===== config.mk =====
export PLATFORM = sky130hd
export DESIGN_NAME = i2c_slave10_rx
export DESIGN_NICKNAME = d
export VERILOG_FILES = /design/src/rtl/i2c_slave10_rx.sv
export SDC_FILE = /design/constraint.sdc
export NUM_CORES = 1
export LEC_CHECK = 0
export ABC_AREA = 1
export BUFFER_PORTS_ARGS = -buffer_cell sky130_fd_sc_hd__buf_2
export CAP_MARGIN = 20
export CORE_MARGIN = 1
export CORE_UTILIZATION = 45
export CTS_BUF_LIST = sky130_fd_sc_hd__clkbuf_4
export DETAILED_ROUTE_END_ITERATION = 16
export PLACE_DENSITY = 0.71
export SYNTH_ARGS = -nofsm -noshare
export SYNTH_HDL_FRONTEND = slang
export SYNTH_SLANG_ARGS = --single-unit

===== constraint.sdc =====
create_clock -name clk -period 4.82 [get_ports clk]
set_input_delay 0.723 -clock clk [delete_from_list [all_inputs] [get_ports clk]]
set_output_delay 0.723 -clock clk [all_outputs]
set_load 0.02 [all_outputs]

===== src/rtl/i2c_slave10_rx.sv =====
module i2c_slave10_rx #(
  parameter int SYNC = 2
) (
  input  logic       clk,
  input  logic       rst_n,
  input  logic       en,
  input  logic       gc_en,
  input  logic       nak_next,
  input  logic [9:0] own_addr,
  input  logic       rd_data,
  input  logic       rd_status,
  input  logic       scl_i,
  input  logic       sda_i,
  output logic       scl_oe,
  output logic       sda_oe,
  output logic [7:0] rx_data,
  output logic       rx_full,
  output logic       stop_flag,
  output logic       irq_rx,
  output logic       irq_stop
);
  typedef enum logic [1:0] {IDLE = 2'd0, ADR_HI = 2'd1, ADR_LO = 2'd2, DATA = 2'd3} st_t;

  logic [SYNC-1:0] scl_sh, sda_sh;
  logic scl_s, sda_s, scl_d, sda_d;
  logic scl_rise, scl_fall, start_ev, stop_ev;
  st_t  st;
  logic [3:0] cnt;
  logic [7:0] shreg;
  logic [7:0] byte_in;
  logic ack_pend, ack_val, stall, hold;

  assign scl_s    = scl_sh[SYNC-1];
  assign sda_s    = sda_sh[SYNC-1];
  assign scl_rise = scl_s & ~scl_d;
  assign scl_fall = ~scl_s & scl_d;
  assign start_ev = scl_s & scl_d & sda_d & ~sda_s;
  assign stop_ev  = scl_s & scl_d & ~sda_d & sda_s;
  assign byte_in  = {shreg[6:0], sda_s};
  assign scl_oe   = hold;
  assign irq_rx   = rx_full;
  assign irq_stop = stop_flag;

  always_ff @(posedge clk or negedge rst_n) begin
    if (!rst_n) begin
      scl_sh <= '1;
      sda_sh <= '1;
      scl_d  <= 1'b1;
      sda_d  <= 1'b1;
    end else begin
      scl_sh <= {scl_sh[SYNC-2:0], scl_i};
      sda_sh <= {sda_sh[SYNC-2:0], sda_i};
      scl_d  <= scl_s;
      sda_d  <= sda_s;
    end
  end

  always_ff @(posedge clk or negedge rst_n) begin
    if (!rst_n) begin
      st        <= IDLE;
      cnt       <= '0;
      shreg     <= '0;
      rx_data   <= '0;
      rx_full   <= 1'b0;
      stop_flag <= 1'b0;
      sda_oe    <= 1'b0;
      ack_pend  <= 1'b0;
      ack_val   <= 1'b0;
      stall     <= 1'b0;
      hold      <= 1'b0;
    end else begin
      if (rd_data)   rx_full   <= 1'b0;
      if (rd_status) stop_flag <= 1'b0;
      if (!en) begin
        st       <= IDLE;
        cnt      <= '0;
        sda_oe   <= 1'b0;
        ack_pend <= 1'b0;
        stall    <= 1'b0;
        hold     <= 1'b0;
      end else if (start_ev || stop_ev) begin
        if (st == DATA) stop_flag <= 1'b1;
        st       <= start_ev ? ADR_HI : IDLE;
        cnt      <= '0;
        sda_oe   <= 1'b0;
        ack_pend <= 1'b0;
        stall    <= 1'b0;
        hold     <= 1'b0;
      end else if (st != IDLE) begin
        if (stall) begin
          if (scl_fall) hold <= 1'b1;
          if (!rx_full) begin
            rx_data <= shreg;
            rx_full <= 1'b1;
            stall   <= 1'b0;
            hold    <= 1'b0;
            if (hold) sda_oe <= ~nak_next;
            else begin
              ack_pend <= 1'b1;
              ack_val  <= ~nak_next;
            end
          end
        end else if (scl_rise) begin
          if (cnt < 4'd8) begin
            shreg <= byte_in;
            cnt   <= cnt + 4'd1;
            if (cnt == 4'd7) begin
              unique case (st)
                ADR_HI: begin
                  if (byte_in == {5'b11110, own_addr[9:8], 1'b0}) begin
                    st <= ADR_LO; ack_pend <= 1'b1; ack_val <= 1'b1;
                  end else if (gc_en && byte_in == 8'h00) begin
                    st <= DATA; ack_pend <= 1'b1; ack_val <= 1'b1;
                  end else st <= IDLE;
                end
                ADR_LO: begin
                  if (byte_in == own_addr[7:0]) begin
                    st <= DATA; ack_pend <= 1'b1; ack_val <= 1'b1;
                  end else st <= IDLE;
                end
                DATA: begin
                  if (rx_full && !rd_data) stall <= 1'b1;
                  else begin
                    rx_data  <= byte_in;
                    rx_full  <= 1'b1;
                    ack_pend <= 1'b1;
                    ack_val  <= ~nak_next;
                  end
                end
                default: st <= IDLE;
              endcase
            end
          end else if (cnt == 4'd8) cnt <= 4'd9;
        end else if (scl_fall) begin
          if (ack_pend) begin
            sda_oe   <= ack_val;
            ack_pend <= 1'b0;
          end else if (cnt == 4'd9) begin
            sda_oe <= 1'b0;
            cnt    <= '0;
          end
        end
      end
    end
  end
endmodule


=== Word level (Yosys, flattened, before mapping) ===
Index checks and enable logic that the tools add are counted.

* Flip-flop bits (word level): 35
* Word-level logic and storage cells: 182

* Add/sub/neg operators: 1
* Magnitude comparators: 1
* Mux-type cells: 93
* Reductions and logical operators: 19
* Bitwise gates (word level): 14
* Equal/unequal tests: 39

{| class="wikitable"
|+ Operators with widths
! cell !! count
|-
| two-way mux 1 bit || 63
|-
| two-way mux 8 bit || 7
|-
| two-way mux 4 bit || 10
|-
| AND reduction 6 bit || 4
|-
| two-way mux 2 bit || 10
|-
| == test 8 bit || 2
|-
| inequality test 3 x 1 -> 1 bit (second input constant) || 5
|-
| inequality test 5 x 2 -> 1 bit (second input constant) || 3
|-
| inequality test 4 x 1 -> 1 bit (second input constant) || 3
|-
| inequality test 4 x 2 -> 1 bit (second input constant) || 3
|-
| inequality test 4 x 3 -> 1 bit (second input constant) || 3
|-
| inequality test 6 bit (second input constant) || 2
|-
| AND reduction 12 bit || 1
|-
| inequality test 5 x 1 -> 1 bit (second input constant) || 2
|-
| AND reduction 10 bit || 1
|-
| nonzero test 2 bit || 5
|-
| inequality test 3 bit (second input constant) || 3
|-
| AND reduction 9 bit || 1
|-
| == test 4 bit (second input constant) || 2
|-
| zero test 8 bit || 1
|-
| AND 1 bit || 7
|-
| inequality test 7 x 2 -> 1 bit (second input constant) || 1
|-
| inequality test 7 bit (second input constant) || 1
|-
| inverter 1 bit || 7
|-
| other kinds (15) || 20
|}

=== Logic depth before layout (Yosys ltp) ===
* Word-level depth: 12
* Depth in mapped cells: 12
* Gate-level depth less buffers: 12

=== Least setup slack after synthesis ===
No wires, ideal clock.

* Path type: input to register
* From: input port en
* To: register rx_data[4]
* Path buffers: 1
* Stages on the path: 7
* Setup slack: 3.086 ns
* Data required time: 4.747 ns
* Library setup time: 0.073 ns
* Data arrival time: 1.661 ns
* Path through: inv_2 -> nor2_1 -> nand3_1 -> nor4_4 -> buf_6 -> nor2_1 -> a21oi_2

* Cells in the longest elaborated chain, start to end: 1

{| class="wikitable"
|+ RTL lines
! what !! RTL line !! text
|-
| from (decl) || 6 || <nowiki>input logic en,</nowiki>
|-
| AND reduction 9 bit (no source line) || - ||
|-
| to (signal assigned) || 93 || <nowiki>rx_data <= shreg;</nowiki>
|-
| to (signal assigned) || 124 || <nowiki>rx_data <= byte_in;</nowiki>
|-
| to (decl) || 16 || <nowiki>output logic [7:0] rx_data,</nowiki>
|}

No other way between the ends.
A chain may end at the register's enable or synchronous reset.

=== Final worst setup path ===
* From: register stall
* To: register rx_data[6]

* Cells in the longest elaborated chain, start to end: 2
* Elaborated cells between the ends (all ways): 8
* Classes of those cells: eq/ne: 2; mux: 1; reduce/logical: 5

{| class="wikitable"
|+ RTL lines
! what !! RTL line !! text
|-
| from (decl) || 31 || <nowiki>logic ack_pend, ack_val, stall, hold;</nowiki>
|-
| from (signal assigned) || 69 || <nowiki>stall <= 1'b0;</nowiki>
|-
| from (signal assigned) || 79 || <nowiki>stall <= 1'b0;</nowiki>
|-
| from (signal assigned) || 87 || <nowiki>stall <= 1'b0;</nowiki>
|-
| inequality test 2 bit (no source line) or nonzero test 2 bit (tied branches) || - ||
|-
| AND reduction 9 bit (no source line) || - ||
|}

Several ways; a longest one is shown, not always the timed one.

==> run metrics <==
placed insts=358; pin count of the biggest net entering global routing=36; top library cells by usage in the layout, fill and taps aside=sky130_fd_sc_hd__nand2_1, sky130_fd_sc_hd__nor2_1, sky130_fd_sc_hd__buf_2; Gates resized, CTS repair=0; Finish-stage setup viols=0; minimum setup slack after placement=2.59 ns; element type at the critical path start=register; HPWL after detailed placement=approximately 3600 µm; total power=0.531 mW; ys flop type=sky130_fd_sc_hd__dfrtp_1; post-route cell area=0.00232 mm²; clock tree from TritonCTS=built; Pwr per Cell Area=228 mW/mm²; worst skew pair latency=0.36 ns; Worst-Margin Slew=0.781 ns; IO Pins=33; slack of the worst reg-to-reg path=around 2.5 ns; fraction of registers with async set/reset=100%; Net Count, Synth=slightly above 300; H-tree lvl count=2; count of hold-fix buffers inserted at cts=0; number of synthesized flops with an enable pin=0; mux contribution to synthesized area=0%; fraction of final layout cells sized beyond drive strength 1=20.4%; cell area after synthesis=0.00210 mm²; clock tree buffer depth=2; most frequent standard cell in the layout excluding fill and tap cells=sky130_fd_sc_hd__nand2_1; Synth Area in Compound Gates=13.0%; number of DRC markers in iteration 0=between 150 and 200; crit-path cells=inv_2 -> nand2_1 -> nand3_1 -> nor4_4 -> nor2_1 -> a21oi_1; Max Clk Rate=436 MHz; met3 WL post-DR=between 200 and 300 µm; nets=340; final non-filler cell total=366; Setup TNS Final=0 ns; die area=0.00493 mm²; post-DR vias/cell=5.21; Total GRT Usage=21.7%; count of buffers from port buffering=32; Die H=70.2 µm; switching power summed over all nets=0.152 mW; final worst path period need=2.29 ns; share of total power in the clock network=30.7%; max-slew violation count=0; depth of the worst hold-timing path=0; num rows=24; clock skew=0.0188 ns; final setup margin=2.53 ns; Post-Syn Instances=approximately 280; Max Fanout on Critical Path=21; CTS clock-pin slew for the worst setup and hold paths=0.13 ns; Maximum Capacitance Violations=0; WL met1=between 2000 and 2500 µm; kind of end point of the critical path=register; power share of the sequential group=58.3%; Worst Hold Class=reg2reg; dominant combinational cell family by area after synthesis=simple AND/OR/NAND/NOR gates; number of antenna violations at the first check in global routing=0; number of cells on the worst reg-to-reg path=6; total number of yosys warnings=0; Arr. time, crit path=roughly 2.6 ns; Pre-Repair DR Iteration Count=4; number of buffers inserted during clock tree synthesis=5; average wire per standard cell=13.0 µm; portion of the clock cycle consumed by the worst path in the final layout=47.5%; total inserted antenna cells=0; Static Leak=1.16 nW; flops & latches, synth=35; adder-cell area share of the yosys netlist=4.78%; total clock sinks=35; result of the run=finished clean; Required @ worst endpoint=approximately 5.1 ns; root cell of the clock tree=sky130_fd_sc_hd__clkbuf_4; internal power of the cells=roughly 0.38 mW; core area=0.00441 mm²; largest stage delay on the critical path=a little over 0.7 ns; number of global-route vias before repair=1817; relative max-transition margin=a little under half; Die Width=70.2 µm; number of different library cells in the post-synthesis netlist=33; syn avg cell area=7.43 µm²; switching power as a share of total power=28.7%; standard cell with the maximum stage delay on the critical path=sky130_fd_sc_hd__dfrtp_1; Synth Area in XOR/XNOR=1.25%; count of antenna-violating nets left after detailed routing=0; starting utilization of the core area=47.5%; vias=1907; unrepaired setup endpoints after global routing=false; logic gate share of total power=11.0%; path type of the worst setup path=reg2reg; Detailed Route WL=4750 µm; maximum vdd drop=0.000177 V; Fin. Hold Viols=0; length of routed met2 wiring=2190 µm; Final Wtd Congestion=0.962; setup fix buffers added after clock tree synthesis=0; placed standard-cell area=about 0.0023 mm²; Layout Area Growth over Synthesis=10.9%; uppermost layer routed=met4; simple-gate portion of the synthesized area=29.3%; final routed DRC violation total=0; wire length of the first global-routing pass=8420 µm; Overflow after GRT=0; sequential share of the synthesized area=42.1%
## synthesized netlist by cell type (2+ instances only)
library cell               instances  area, µm²
sky130_fd_sc_hd__a21oi_1           9       45.0
sky130_fd_sc_hd__a21oi_2           2       17.5
sky130_fd_sc_hd__buf_4             2       15.0
sky130_fd_sc_hd__buf_6             2       22.5
sky130_fd_sc_hd__clkbuf_1          3       11.3
sky130_fd_sc_hd__dfrtp_1          29        726
sky130_fd_sc_hd__dfstp_2           6        158
sky130_fd_sc_hd__ha_1              8        100
sky130_fd_sc_hd__inv_1            26       97.6
sky130_fd_sc_hd__inv_2            13       48.8
sky130_fd_sc_hd__nand2_1          82        308
sky130_fd_sc_hd__nand2_2           2       12.5
sky130_fd_sc_hd__nand3_1          15       75.1
sky130_fd_sc_hd__nand4_1           4       25.0
sky130_fd_sc_hd__nor2_1           35        131
sky130_fd_sc_hd__nor3_1            2       10.0
sky130_fd_sc_hd__o21a_1            8       60.1
sky130_fd_sc_hd__o21ai_0           2       10.0
sky130_fd_sc_hd__o21ai_1          15       75.1
sky130_fd_sc_hd__o32ai_1           2       17.5
sky130_fd_sc_hd__xnor2_1           3       26.3
## flip-flops by register name (all words and copies together), names as in the netlist
register and count:
ack_pend 1, ack_val 1, cnt 4, irq_rx 1, irq_stop 1, rx_data 8
scl_d 1, scl_oe 1, scl_sh 2, sda_d 1, sda_oe 1, sda_sh 2
shreg 8, st 2, stall 1
## critical path, delay by kind of cell (launching register included)
family	cells	cell delay [ns]
buf+inv	1	0.21
flops	1	0.72
compound gates	1	0.16
simple gates	4	1.11
## cell type report
class | instances | area [µm²]
multi-input combinational | 200 | 1010
fill | 426 | 2090
timing repair buffer | 32 | 160
sequential | 35 | 883
inverter | 39 | 146
clock buffer | 5 | 37.5
tap | 52 | 65.1
clock inverter | 3 | 20.0
## power by group through the flow
| stage | Clock (mW) | Sequential [mW] | Combinational [mW] |
|---|---|---|---|
| global route | 0.178 | 0.311 | 0.0681 |
| CTS | 0.166 | 0.310 | 0.0585 |
| detailed placement | 0 | 0.315 | 0.0583 |
| floorplan | 0 | 0.312 | 0.0366 |
| global placement | 0 | 0.315 | 0.0579 |
| finish | 0.163 | 0.310 | 0.0583 |
## metal layers
layer	vias to the layer above	track usage, %
met5	-	0
met4	0	7.11
met3	11	5.05
met2	71	33.7
met1	858	29.8
li1	967	-
## path summary, 6_finish.rpt
check / to / startpoint
min in group asynchronous: stall / rst_n
min reg2reg: sda_sh[1] / sda_sh[0]
max in group asynchronous: rx_data[2] / rst_n
max: rx_data[6] / stall
max reg2reg: rx_data[6] / stall
min: sda_sh[1] / sda_sh[0]
## through the flow
stage | utilization, % | hold WS (ns)
after detailed placement | 51.4 | 0.351
final | 52.7 | 0.363
after global placement | 51.4 | 0.346
after global routing | 52.7 | 0.369
after CTS | 52.7 | 0.367
after floorplan | - | 0.345
## logic make-up after synthesis
| group | count (synthesis) |
|---|---|
| adder cells (fa/ha/maj) | 8 |
| flip-flops | 35 |
| AND/OR/NAND/NOR | 145 |
| XOR/XNOR | 3 |
| buffers and inverters | 47 |
| AO/OA/AOI/OAI | 44 |
No activity file was read; power rests on OpenSTA's default activity.
